===== src/rtl/pwm_aq_pkg.sv =====
package pwm_aq_pkg;

  typedef enum logic [1:0] {
    ACT_NONE   = 2'b00,
    ACT_LOW    = 2'b01,
    ACT_HIGH   = 2'b10,
    ACT_TOGGLE = 2'b11
  } aq_act_e;

  typedef enum logic [1:0] {
    LD_ZERO   = 2'b00,
    LD_PERIOD = 2'b01,
    LD_EITHER = 2'b10,
    LD_NOW    = 2'b11
  } aq_ld_e;

  // event vector bit indices
  localparam int EV_ZERO  = 0;
  localparam int EV_PRD   = 1;
  localparam int EV_CMPA  = 2;
  localparam int EV_CMPB  = 3;
  localparam int EV_CNT   = 4;
  localparam int ACT_BITS = 2;
  localparam int FRC_BITS = 2;
  localparam int MODE_LSB = 6;

  // low bit of an event's field inside an action word
  function automatic int field_lsb(input int ev);
    case (ev)
      EV_ZERO: return 0;
      EV_PRD:  return 2;
      EV_CMPA: return 4;
      default: return 8;
    endcase
  endfunction

  // event index at a given rank, rank 0 wins
  function automatic int prio_event(input int rank);
    case (rank)
      0:       return EV_PRD;
      1:       return EV_ZERO;
      2:       return EV_CMPB;
      default: return EV_CMPA;
    endcase
  endfunction

  function automatic logic apply_act(input aq_act_e act, input logic cur);
    case (act)
      ACT_LOW:    return 1'b0;
      ACT_HIGH:   return 1'b1;
      ACT_TOGGLE: return ~cur;
      default:    return cur;
    endcase
  endfunction

  // returns {hold_valid, hold_level}
  function automatic logic [1:0] force_decode(input logic [FRC_BITS-1:0] code);
    case (code)
      2'b01:   return 2'b10;
      2'b10:   return 2'b11;
      default: return 2'b00;
    endcase
  endfunction

  function automatic logic reload_due(input aq_ld_e mode, input logic z, input logic p);
    case (mode)
      LD_ZERO:   return z;
      LD_PERIOD: return p;
      LD_EITHER: return z | p;
      default:   return 1'b1;
    endcase
  endfunction

endpackage


===== src/rtl/pwm_aq_regs.sv =====
module pwm_aq_regs
  import pwm_aq_pkg::*;
#(
  parameter int CTRL_W = 16,
  parameter int NUM_CH = 2,
  parameter int ACT_W  = 10,
  parameter int FRC_W  = 4,
  localparam int SEL_W = $clog2(NUM_CH + 2)
) (
  input  logic                           clk,
  input  logic                           rst_n,
  input  logic                           wr_en,
  input  logic [SEL_W-1:0]               wr_sel,
  input  logic [CTRL_W-1:0]              wr_data,
  output logic [NUM_CH-1:0][ACT_W-1:0]   act_word,
  output logic [FRC_W-1:0]               frc_shadow,
  output aq_ld_e                         ld_mode
);
  localparam int SEL_FRC  = NUM_CH;
  localparam int SEL_MODE = NUM_CH + 1;

  logic unused_wr;
  assign unused_wr = ^wr_data;

  always_ff @(posedge clk or negedge rst_n) begin
    if (!rst_n) begin
      act_word   <= '0;
      frc_shadow <= '0;
      ld_mode    <= LD_ZERO;
    end else if (wr_en) begin
      for (int c = 0; c < NUM_CH; c++) begin
        if (wr_sel == SEL_W'(c)) act_word[c] <= wr_data[ACT_W-1:0];
      end
      if (wr_sel == SEL_W'(SEL_FRC))  frc_shadow <= wr_data[FRC_W-1:0];
      if (wr_sel == SEL_W'(SEL_MODE)) ld_mode    <= aq_ld_e'(wr_data[MODE_LSB +: 2]);
    end
  end

endmodule


===== src/rtl/pwm_aq_force.sv =====
module pwm_aq_force
  import pwm_aq_pkg::*;
#(
  parameter int NUM_CH = 2,
  localparam int FRC_W = FRC_BITS * NUM_CH
) (
  input  logic              clk,
  input  logic              rst_n,
  input  logic              tick_en,
  input  logic              evt_zero,
  input  logic              evt_period,
  input  logic [FRC_W-1:0]  frc_shadow,
  input  aq_ld_e            ld_mode,
  output logic [FRC_W-1:0]  frc_active,
  output logic [NUM_CH-1:0] frc_vld,
  output logic [NUM_CH-1:0] frc_lvl
);
  logic             load_now;
  logic [FRC_W-1:0] frc_next;

  assign load_now = tick_en & reload_due(ld_mode, evt_zero, evt_period);
  // a freshly loaded value governs the output on the same tick
  assign frc_next = load_now ? frc_shadow : frc_active;

  always_ff @(posedge clk or negedge rst_n) begin
    if (!rst_n)        frc_active <= '0;
    else if (load_now) frc_active <= frc_shadow;
  end

  for (genvar g = 0; g < NUM_CH; g++) begin : g_dec
    logic [1:0] dec;
    assign dec        = force_decode(frc_next[g*FRC_BITS +: FRC_BITS]);
    assign frc_vld[g] = dec[1];
    assign frc_lvl[g] = dec[0];
  end

endmodule


===== src/rtl/pwm_aq_select.sv =====
module pwm_aq_select
  import pwm_aq_pkg::*;
#(
  parameter int ACT_W = 10
) (
  input  logic [ACT_W-1:0]  act_word,
  input  logic [EV_CNT-1:0] evt_vec,
  output aq_act_e           act_sel,
  output logic [EV_CNT-1:0] pick
);
  localparam int GAP_LO = field_lsb(EV_CMPA) + ACT_BITS;
  localparam int GAP_HI = field_lsb(EV_CMPB) - 1;

  logic unused_gap;
  assign unused_gap = ^act_word[GAP_HI:GAP_LO];

  always_comb begin
    logic            found;
    logic [1:0]      code;
    int              ev;
    found   = 1'b0;
    pick    = '0;
    act_sel = ACT_NONE;
    for (int rank = 0; rank < EV_CNT; rank++) begin
      ev   = prio_event(rank);
      code = act_word[field_lsb(ev) +: ACT_BITS];
      if (!found && evt_vec[ev] && code != 2'b00) begin
        found    = 1'b1;
        pick[ev] = 1'b1;
        act_sel  = aq_act_e'(code);
      end
    end
  end

endmodule


===== src/rtl/pwm_aq_out.sv =====
module pwm_aq_out
  import pwm_aq_pkg::*;
(
  input  logic    clk,
  input  logic    rst_n,
  input  logic    tick_en,
  input  logic    frc_vld,
  input  logic    frc_lvl,
  input  aq_act_e act_sel,
  output logic    pwm
);
  always_ff @(posedge clk or negedge rst_n) begin
    if (!rst_n)       pwm <= 1'b0;
    else if (tick_en) pwm <= frc_vld ? frc_lvl : apply_act(act_sel, pwm);
  end
endmodule


===== src/rtl/pwm_action_qual.sv =====
module pwm_action_qual
  import pwm_aq_pkg::*;
#(
  parameter int CTRL_W = 16
) (
  input  logic              clk,
  input  logic              rst_n,
  input  logic              tick_en,
  input  logic              evt_zero,
  input  logic              evt_period,
  input  logic              evt_cmpa_up,
  input  logic              evt_cmpb_up,
  input  logic              wr_en,
  input  logic [1:0]        wr_sel,
  input  logic [CTRL_W-1:0] wr_data,
  output logic              pwm_a,
  output logic              pwm_b
);
  localparam int NUM_CH = 2;
  localparam int FRC_W  = FRC_BITS * NUM_CH;
  localparam int ACT_W  = field_lsb(EV_CMPB) + ACT_BITS;

  logic [NUM_CH-1:0][ACT_W-1:0]  act_word;
  logic [FRC_W-1:0]              frc_shadow;
  logic [FRC_W-1:0]              frc_active;
  aq_ld_e                        ld_mode;
  logic [NUM_CH-1:0]             frc_vld;
  logic [NUM_CH-1:0]             frc_lvl;
  logic [NUM_CH-1:0]             pwm_vec;
  logic [EV_CNT-1:0]             evt_vec;
  logic [NUM_CH-1:0][EV_CNT-1:0] pick_vec;
  aq_act_e                       act_vec [NUM_CH];

  // named views for the checker
  logic [EV_CNT-1:0] pick_a, pick_b;
  aq_act_e           act_a, act_b;

  always_comb begin
    evt_vec          = '0;
    evt_vec[EV_ZERO] = evt_zero;
    evt_vec[EV_PRD]  = evt_period;
    evt_vec[EV_CMPA] = evt_cmpa_up;
    evt_vec[EV_CMPB] = evt_cmpb_up;
  end

  pwm_aq_regs #(
    .CTRL_W(CTRL_W), .NUM_CH(NUM_CH), .ACT_W(ACT_W), .FRC_W(FRC_W)
  ) regs_i (
    .clk(clk), .rst_n(rst_n), .wr_en(wr_en), .wr_sel(wr_sel), .wr_data(wr_data),
    .act_word(act_word), .frc_shadow(frc_shadow), .ld_mode(ld_mode)
  );

  pwm_aq_force #(.NUM_CH(NUM_CH)) force_i (
    .clk(clk), .rst_n(rst_n), .tick_en(tick_en),
    .evt_zero(evt_zero), .evt_period(evt_period),
    .frc_shadow(frc_shadow), .ld_mode(ld_mode),
    .frc_active(frc_active), .frc_vld(frc_vld), .frc_lvl(frc_lvl)
  );

  for (genvar g = 0; g < NUM_CH; g++) begin : g_ch
    pwm_aq_select #(.ACT_W(ACT_W)) sel_i (
      .act_word(act_word[g]), .evt_vec(evt_vec),
      .act_sel(act_vec[g]), .pick(pick_vec[g])
    );
    pwm_aq_out out_i (
      .clk(clk), .rst_n(rst_n), .tick_en(tick_en),
      .frc_vld(frc_vld[g]), .frc_lvl(frc_lvl[g]),
      .act_sel(act_vec[g]), .pwm(pwm_vec[g])
    );
  end

  assign pick_a = pick_vec[0];
  assign pick_b = pick_vec[1];
  assign act_a  = act_vec[0];
  assign act_b  = act_vec[1];
  assign pwm_a  = pwm_vec[0];
  assign pwm_b  = pwm_vec[1];

endmodule


===== config.mk =====
export PLATFORM = sky130hd
export DESIGN_NAME = pwm_action_qual
export DESIGN_NICKNAME = d
export VERILOG_FILES = /design/src/rtl/pwm_aq_pkg.sv /design/src/rtl/pwm_aq_regs.sv /design/src/rtl/pwm_aq_force.sv /design/src/rtl/pwm_aq_select.sv /design/src/rtl/pwm_aq_out.sv /design/src/rtl/pwm_action_qual.sv
export SDC_FILE = /design/constraint.sdc
export NUM_CORES = 1
export LEC_CHECK = 0
export ABC_AREA = 1
export BUFFER_PORTS_ARGS = -buffer_cell sky130_fd_sc_hd__buf_2
export CAP_MARGIN = 10
export CELL_PAD_IN_SITES_DETAIL_PLACEMENT = 0
export CELL_PAD_IN_SITES_GLOBAL_PLACEMENT = 1
export CORE_MARGIN = 2
export CORE_UTILIZATION = 35
export DETAILED_ROUTE_END_ITERATION = 8
export PLACE_DENSITY = 0.83
export SYNTH_ARGS = -nofsm -noshare
export SYNTH_HDL_FRONTEND = slang
export SYNTH_SLANG_ARGS = --single-unit

===== constraint.sdc =====
create_clock -name clk -period 1.85 [get_ports clk]
set_input_delay 0.185 -clock clk [delete_from_list [all_inputs] [get_ports clk]]
set_output_delay 0.185 -clock clk [all_outputs]
set_load 0.01 [all_outputs]

# ---- Yosys cells after proc, flatten, opt, wreduce, memory -nomap -nowiden
# Index checks and enable logic that the tools add are counted.
dict set report totals {
  ff_bits 32
  inputBits 26
  out_inout_bits 2
  wordCells 86
}
dict set report op_classes {
  n_eq_ne 15
  muxes 22
  bitwise 4
  reduce_logical 38
}
# operator count
set ops {}
lappend ops {{equality test 2 bit (second input constant)} 9}
lappend ops {{2-to-1 mux 2 bit} 8}
lappend ops {{nonzero test 2 bit} 8}
lappend ops {{logical AND 1 bit} 14}
lappend ops {{equality test 2 x 1 -> 1 bit (second input constant)} 6}
lappend ops {{AND reduction 2 bit} 6}
lappend ops {{case mux 1 bit (3 select lines)} 3}
lappend ops {{2-to-1 mux 1 bit} 8}
lappend ops {{case mux 2 bit (2 select lines)} 2}
lappend ops {{nonzero test 4 bit} 2}
lappend ops {{zero test 1 bit} 6}
lappend ops {{zero test 2 bit} 2}
lappend ops {{2-to-1 mux 4 bit} 1}
lappend ops {{NOT 1 bit} 2}
lappend ops {{bitwise AND 1 bit} 1}
lappend ops {{OR 1 bit} 1}

# ---- Logic depth before layout (Yosys ltp)
dict set report logic_depth {
  word_depth 18
  depth_mapped 14
}

# ---- By module
# Synthesis repeated with hierarchy kept, for this count alone.
dict set report unflattened {
  cells_unflattened 233
  hier_area_um2 1851.8
}
# module n_inst cells_each area_per_inst_um2 seq_area_each_um2
set modules_own_cells {}
lappend modules_own_cells {pwm_aq_regs 1 119 1123.6 650.6}
lappend modules_own_cells {pwm_aq_force 1 38 305.3 100.1}
lappend modules_own_cells {pwm_aq_select 2 28 150.1 0.0}
lappend modules_own_cells {pwm_aq_out 2 10 61.3 25.0}

# ---- Worst setup path before layout
# No wires, ideal clock.
dict set report synth_path {
  kind {register -> register}
  startpoint {reg regs_i.ld_mode[0]}
  endpoint {reg g_ch[0].out_i.pwm}
  setup_ns 0.116
  arrival_ns 1.665
  required_time_ns 1.734
  path_slack_ns 0.069
  stages_incl_launch_ff 11
  n_path_buf 0
  period_less_slack_ns 1.781
  cell_sequence {dfrtp_1 -> o21ai_0 -> nand2_1 -> nand2_1 -> mux2_2 -> ha_1 -> inv_1 -> nor2_2 -> a21oi_1 -> nand2_1 -> nand2_1}
}
dict set report synth_between {
  elab_chain_cells 8
  word_cells_on_any_way 12
  classes_between {4 x eq/ne; 4 x mux; 1 x bitwise; 3 x reduce/logical}
}
# element line
set synth_lines {}
lappend synth_lines {{start: declaration} pwm_aq_regs.sv:17} ;# output aq_ld_e ld_mode
lappend synth_lines {{start signal: assignment} pwm_aq_regs.sv:35} ;# if (wr_sel == SEL_W'(SEL_MODE)) ld_mode <= aq_ld_e'(wr_data[MODE_LSB +: 2]);
lappend synth_lines {{equality test 2 bit (tied with other cells)} pwm_aq_pkg.sv:66} ;# case (mode)
lappend synth_lines {{case mux 1 bit (3 select lines) *} pwm_aq_pkg.sv:66}
lappend synth_lines {{bitwise AND 1 bit *} pwm_aq_force.sv:21} ;# assign load_now = tick_en & reload_due(ld_mode, evt_zero, evt_period);
lappend synth_lines {{2-to-1 mux 4 bit *} pwm_aq_force.sv:23} ;# assign frc_next = load_now ? frc_shadow : frc_active;
lappend synth_lines {{via force_i.frc_next[1]} pwm_aq_force.sv:19} ;# logic [FRC_W-1:0] frc_next;
lappend synth_lines {{equality test 2 bit or equality test 2 x 1 -> 1 bit (tied branches)} pwm_aq_pkg.sv:58} ;# case (code)
lappend synth_lines {{case mux 2 bit (2 select lines) *} pwm_aq_pkg.sv:58}
lappend synth_lines {{nonzero test 4 bit (no line)} -}
lappend synth_lines {{AND reduction 2 bit (no line)} -}
lappend synth_lines {{end signal: assignment} pwm_aq_out.sv:14} ;# else if (tick_en) pwm <= frc_vld ? frc_lvl : apply_act(act_sel, pwm);
lappend synth_lines {{end: declaration} pwm_aq_out.sv:10} ;# output logic pwm
# Mark *: on every way through the listed nets, which the timed path passes. The rest lies on a longest branch.
# A chain may end at the register's enable or synchronous reset.

# ---- Worst setup path in the final report
dict set report layout_path {
  startpoint {reg regs_i.ld_mode[0]}
  endpoint {reg g_ch[1].out_i.pwm}
}
dict set report layout_between {
  elab_chain_cells 8
  word_cells_on_any_way 12
  classes_between {4 x eq/ne; 4 x mux; 1 x bitwise; 3 x reduce/logical}
}
# element line
set layout_lines {}
lappend layout_lines {{equality test 2 bit (tied with other cells)} pwm_aq_pkg.sv:66}
lappend layout_lines {{case mux 1 bit (3 select lines) *} pwm_aq_pkg.sv:66}
lappend layout_lines {{bitwise AND 1 bit *} pwm_aq_force.sv:21}
lappend layout_lines {{2-to-1 mux 4 bit *} pwm_aq_force.sv:23}
lappend layout_lines {{via force_i.frc_next[3]} pwm_aq_force.sv:19}
lappend layout_lines {{equality test 2 bit or equality test 2 x 1 -> 1 bit (tied branches)} pwm_aq_pkg.sv:58}
lappend layout_lines {{case mux 2 bit (2 select lines) *} pwm_aq_pkg.sv:58}
lappend layout_lines {{nonzero test 4 bit (no line)} -}
lappend layout_lines {{AND reduction 2 bit (no line)} -}
lappend layout_lines {{end signal: assignment} pwm_aq_out.sv:14}
lappend layout_lines {{end: declaration} pwm_aq_out.sv:10}
# Marked as above.

==> impl_metrics.csv <==
group,metric,value,unit
critical_path,path_delay_family,"simple AND/OR/NAND/NOR gates",
critical_path,crit_chain,"nor2_1, a21oi_1, nand2_1, nand2_2, mux2_4, ha_4, inv_4, nor2_4, nand2_2, nand2_1, nand2_1, nand2_1",
yosys,synth_top_area_share,45.9,%
finish,n_antenna_cell,0,
critical_path,cp.required,2080,ps
floorplan,std_cell_rows,24,
floorplan,start_util,35.8,%
critical_path,critPathMostFrequentCell,"nand2_1",
sta,fin_setup_tns,0,ps
detailed_routing,wl_per_cell,11.5,um
global_route,antenna_found_initial,0,
cts,htreeDepth,1,
yosys,synth_area_leaders,"dfrtp_1 46%, nand2_1 15%, o21ai_0 8.9%",
critical_path,path_buf_inv,1,
global_route,gr-total-overflow,0,
power,p_leak,1.01,nW
global_route,grt_pass1_vias,1234,
sta,setup_viol,0,
critical_path,end_kind,"flop",
sta,post-route-period-util,95.8,%
hold_path,hold_path.class,"input port to flop",
yosys,synth.distinct_cells,15,
yosys,synth-seq-cells,28,
global_route,grt_max_degree,29,
outcome,outcome,"complete, no violations",
yosys,synthFlopType,"dfrtp_1",
cts,cts-root-buf,"clkbuf_8",
floorplan,die_h,70.0,um
floorplan,dieWidth,70.0,um
critical_path,crit_type,"flop to flop",
global_route,grt.met1_usage,19.7,%
power,powerDensity,1080,nW/um^2
detailed_routing,drtAntennaViolNets,0,
run,maxCapViolations,0,
cts,clock_sinks,28,
power,vdd_drop_max,0.000461,V
sta,drv_slew,0,
finish,fin_nets,263,
floorplan,design.die.area,4900,sq um
detailed_routing,wirelength,3280,um
sta,tightestPinTransition,631,ps
global_route,grtUsageTotal,14.5,%
cts,clk_latency,280,ps
global_route,met3_usage,2.45,%
placed_design,io_buffers,21,
finish,fillerInstances,450,
yosys,syn_nets,233,
yosys,async_flop_share,100,%
critical_path,cp_slowest_cell,"dfrtp_1",
global_route,grt_pass1_wl,5710,um
yosys,synth_edf_count,0,
global_route,met2_usage,23.7,%
yosys,ys_seq_area_share,45.9,%
critical_path,crit_fanout,4,
detailed_routing,dr.pass1.iters,4,
cts,clk_pin_slew,100,ps
finish,drive_gt1_share,24.4,%
placed_design,hpwlAfterDp,2440,um
sta,post-route-min-period,1770,ps
yosys,netlist_top_cells_count,"62 x nand2_1, 28 x dfrtp_1, 28 x inv_1",
critical_path,start_kind,"flop",
cts,cts_tree,"done",
sta,rsz0062_at_grt,"true",
critical_path,slowest_delay,400,ps
power,p_total,2.05,mW
cts,cts_made_buffers,3,
yosys,ys_warn_count,0,
yosys,yosysMostFrequentCell,"nand2_1",
floorplan,ios,28,
sta,fmax,564,MHz
yosys,synth_top_cell_by_area,"dfrtp_1",
critical_path,critical_path_arrival,2000,ps
floorplan,core-area,4260,sq um
detailed_routing,route.detailed.drc,0,
cts,clk_path_buf_depth,2,
detailed_routing,vias,1315,
placed_design,gp_congestion,0.810,
detailed_routing,drt_iter0_drc,70,
yosys,avgSynthCellArea,7.44,sq um
finish,area_growth,23.8,%
yosys,synth_area,1530,sq um
sta,fin_skew,3.88,ps
sta,final_hold_viol_count,0,
sta,relSlewSlack,58.0,%
yosys,synthCells,205,
global_route,grt-busiest-layer,"met2",
detailed_routing,vias_per_cell,4.60,
[area by class of cell]
cell class	count	area, sq um	area share, %
flip-flops and latches	28	701	37.1
repair buffers	27	153	8.08
well taps	52	65.1	3.45
clock inverters	1	30.0	1.59
clock buffers	3	41.3	2.19
multi-input cells	147	791	41.9
inverters	28	108	5.70
[where the power goes]
| part | switching, mW | internal (mW) |
|---|---|---|
| sequential | 0.0971 | 0.741 |
| clock | 0.208 | 0.290 |
| combinational | 0.398 | 0.312 |
[per-stage QoR]
stage	instance area (sq um)	setup slack, ps	utilization (%)	hold WS (ps)	instances
floorplan	1530	69.0	-	-111	205
detailed placement	1730	-11.2	40.5	254	281
CTS	1810	0.649	42.4	121	286
global placement	1730	0.870	40.5	245	281
finish	1890	77.8	44.3	130	286
global route	1890	-25.6	44.3	130	286
[worst paths after layout]
check	startpoint	to	slack, ps	depth (start not counted)
max	regs_i.ld_mode[0]	g_ch[1].out_i.pwm	80	12
min	wr_data[6]	regs_i.ld_mode[0]	130	2
max reg2reg	regs_i.ld_mode[0]	g_ch[1].out_i.pwm	80	12
min reg2reg	g_ch[0].out_i.pwm	g_ch[0].out_i.pwm	510	2
max in group asynchronous	rst_n	regs_i.act_word[1]	990	2
min in group asynchronous	rst_n	regs_i.act_word[18]	450	2
[metal layers]
metal,vias to the layer above,part of all wire [%]
met5,-,0
li1,706,-
met4,0,1.3
met3,5,3.0
met2,23,47
met1,581,48
[worst reg2reg max path: stages, from the launching register on]
cell and delay, ps:
dfrtp_1 400, nor2_1 50, a21oi_1 120, nand2_1 100
nand2_2 120, mux2_4 330, ha_4 280, inv_4 40
nor2_4 90, nand2_2 50, nand2_1 50, nand2_1 40
nand2_1 50
[cells by family (layout without fill, tap and decap cells)]
| logic type | after synthesis | after routing | share of synthesized area [%] |
|---|---|---|---|
| adder cells (fa/ha/maj) | 2 | 2 | 1.64 |
| multiplexers | 4 | 4 | 2.95 |
| AND/OR/NAND/NOR | 107 | 107 | 29.5 |
| AO/OA/AOI/OAI | 34 | 34 | 12.6 |
| flip-flops | 28 | 28 | 45.9 |
| buffers and inverters | 30 | 59 | 7.38 |
[registers in the layout (all words and copies together) (netlist names)]
signal / count
regs_i.act_word: 16
force_i.frc_active: 4
regs_i.frc_shadow: 4
g_ch.out_i.pwm: 2
regs_i.ld_mode: 2
[placed cells by master, fill, tap and decap left out]
master and count:
o21ai_4 2, a21oi_2 1, nor2_2 4, ha_4 2, o211ai_2 2, clkbuf_8 3
nand3_1 16, nand2_2 6, inv_4 1, dfrtp_1 28, o21ai_0 24, o21ai_1 1
inv_1 26, buf_2 21, mux2_2 2, a21oi_1 2, buf_4 5, nand2_1 58
inv_2 1, bufinv_16 1, nand3b_1 2, nor2_1 19, nor2_4 2, mux2_4 2
dlygate4sd3_1 1, o21ai_2 2
[repair_timing]
action                                  4_1_cts  5_1_grt
hold buffers                                  1        0
setup buffers                                 0        0
resized for setup                             3       18
pin swaps                                     1       10
endpoints found under the setup margin        2        2
hold endpoints to repair                     28        0
Power figures use the tool's default switching activity.
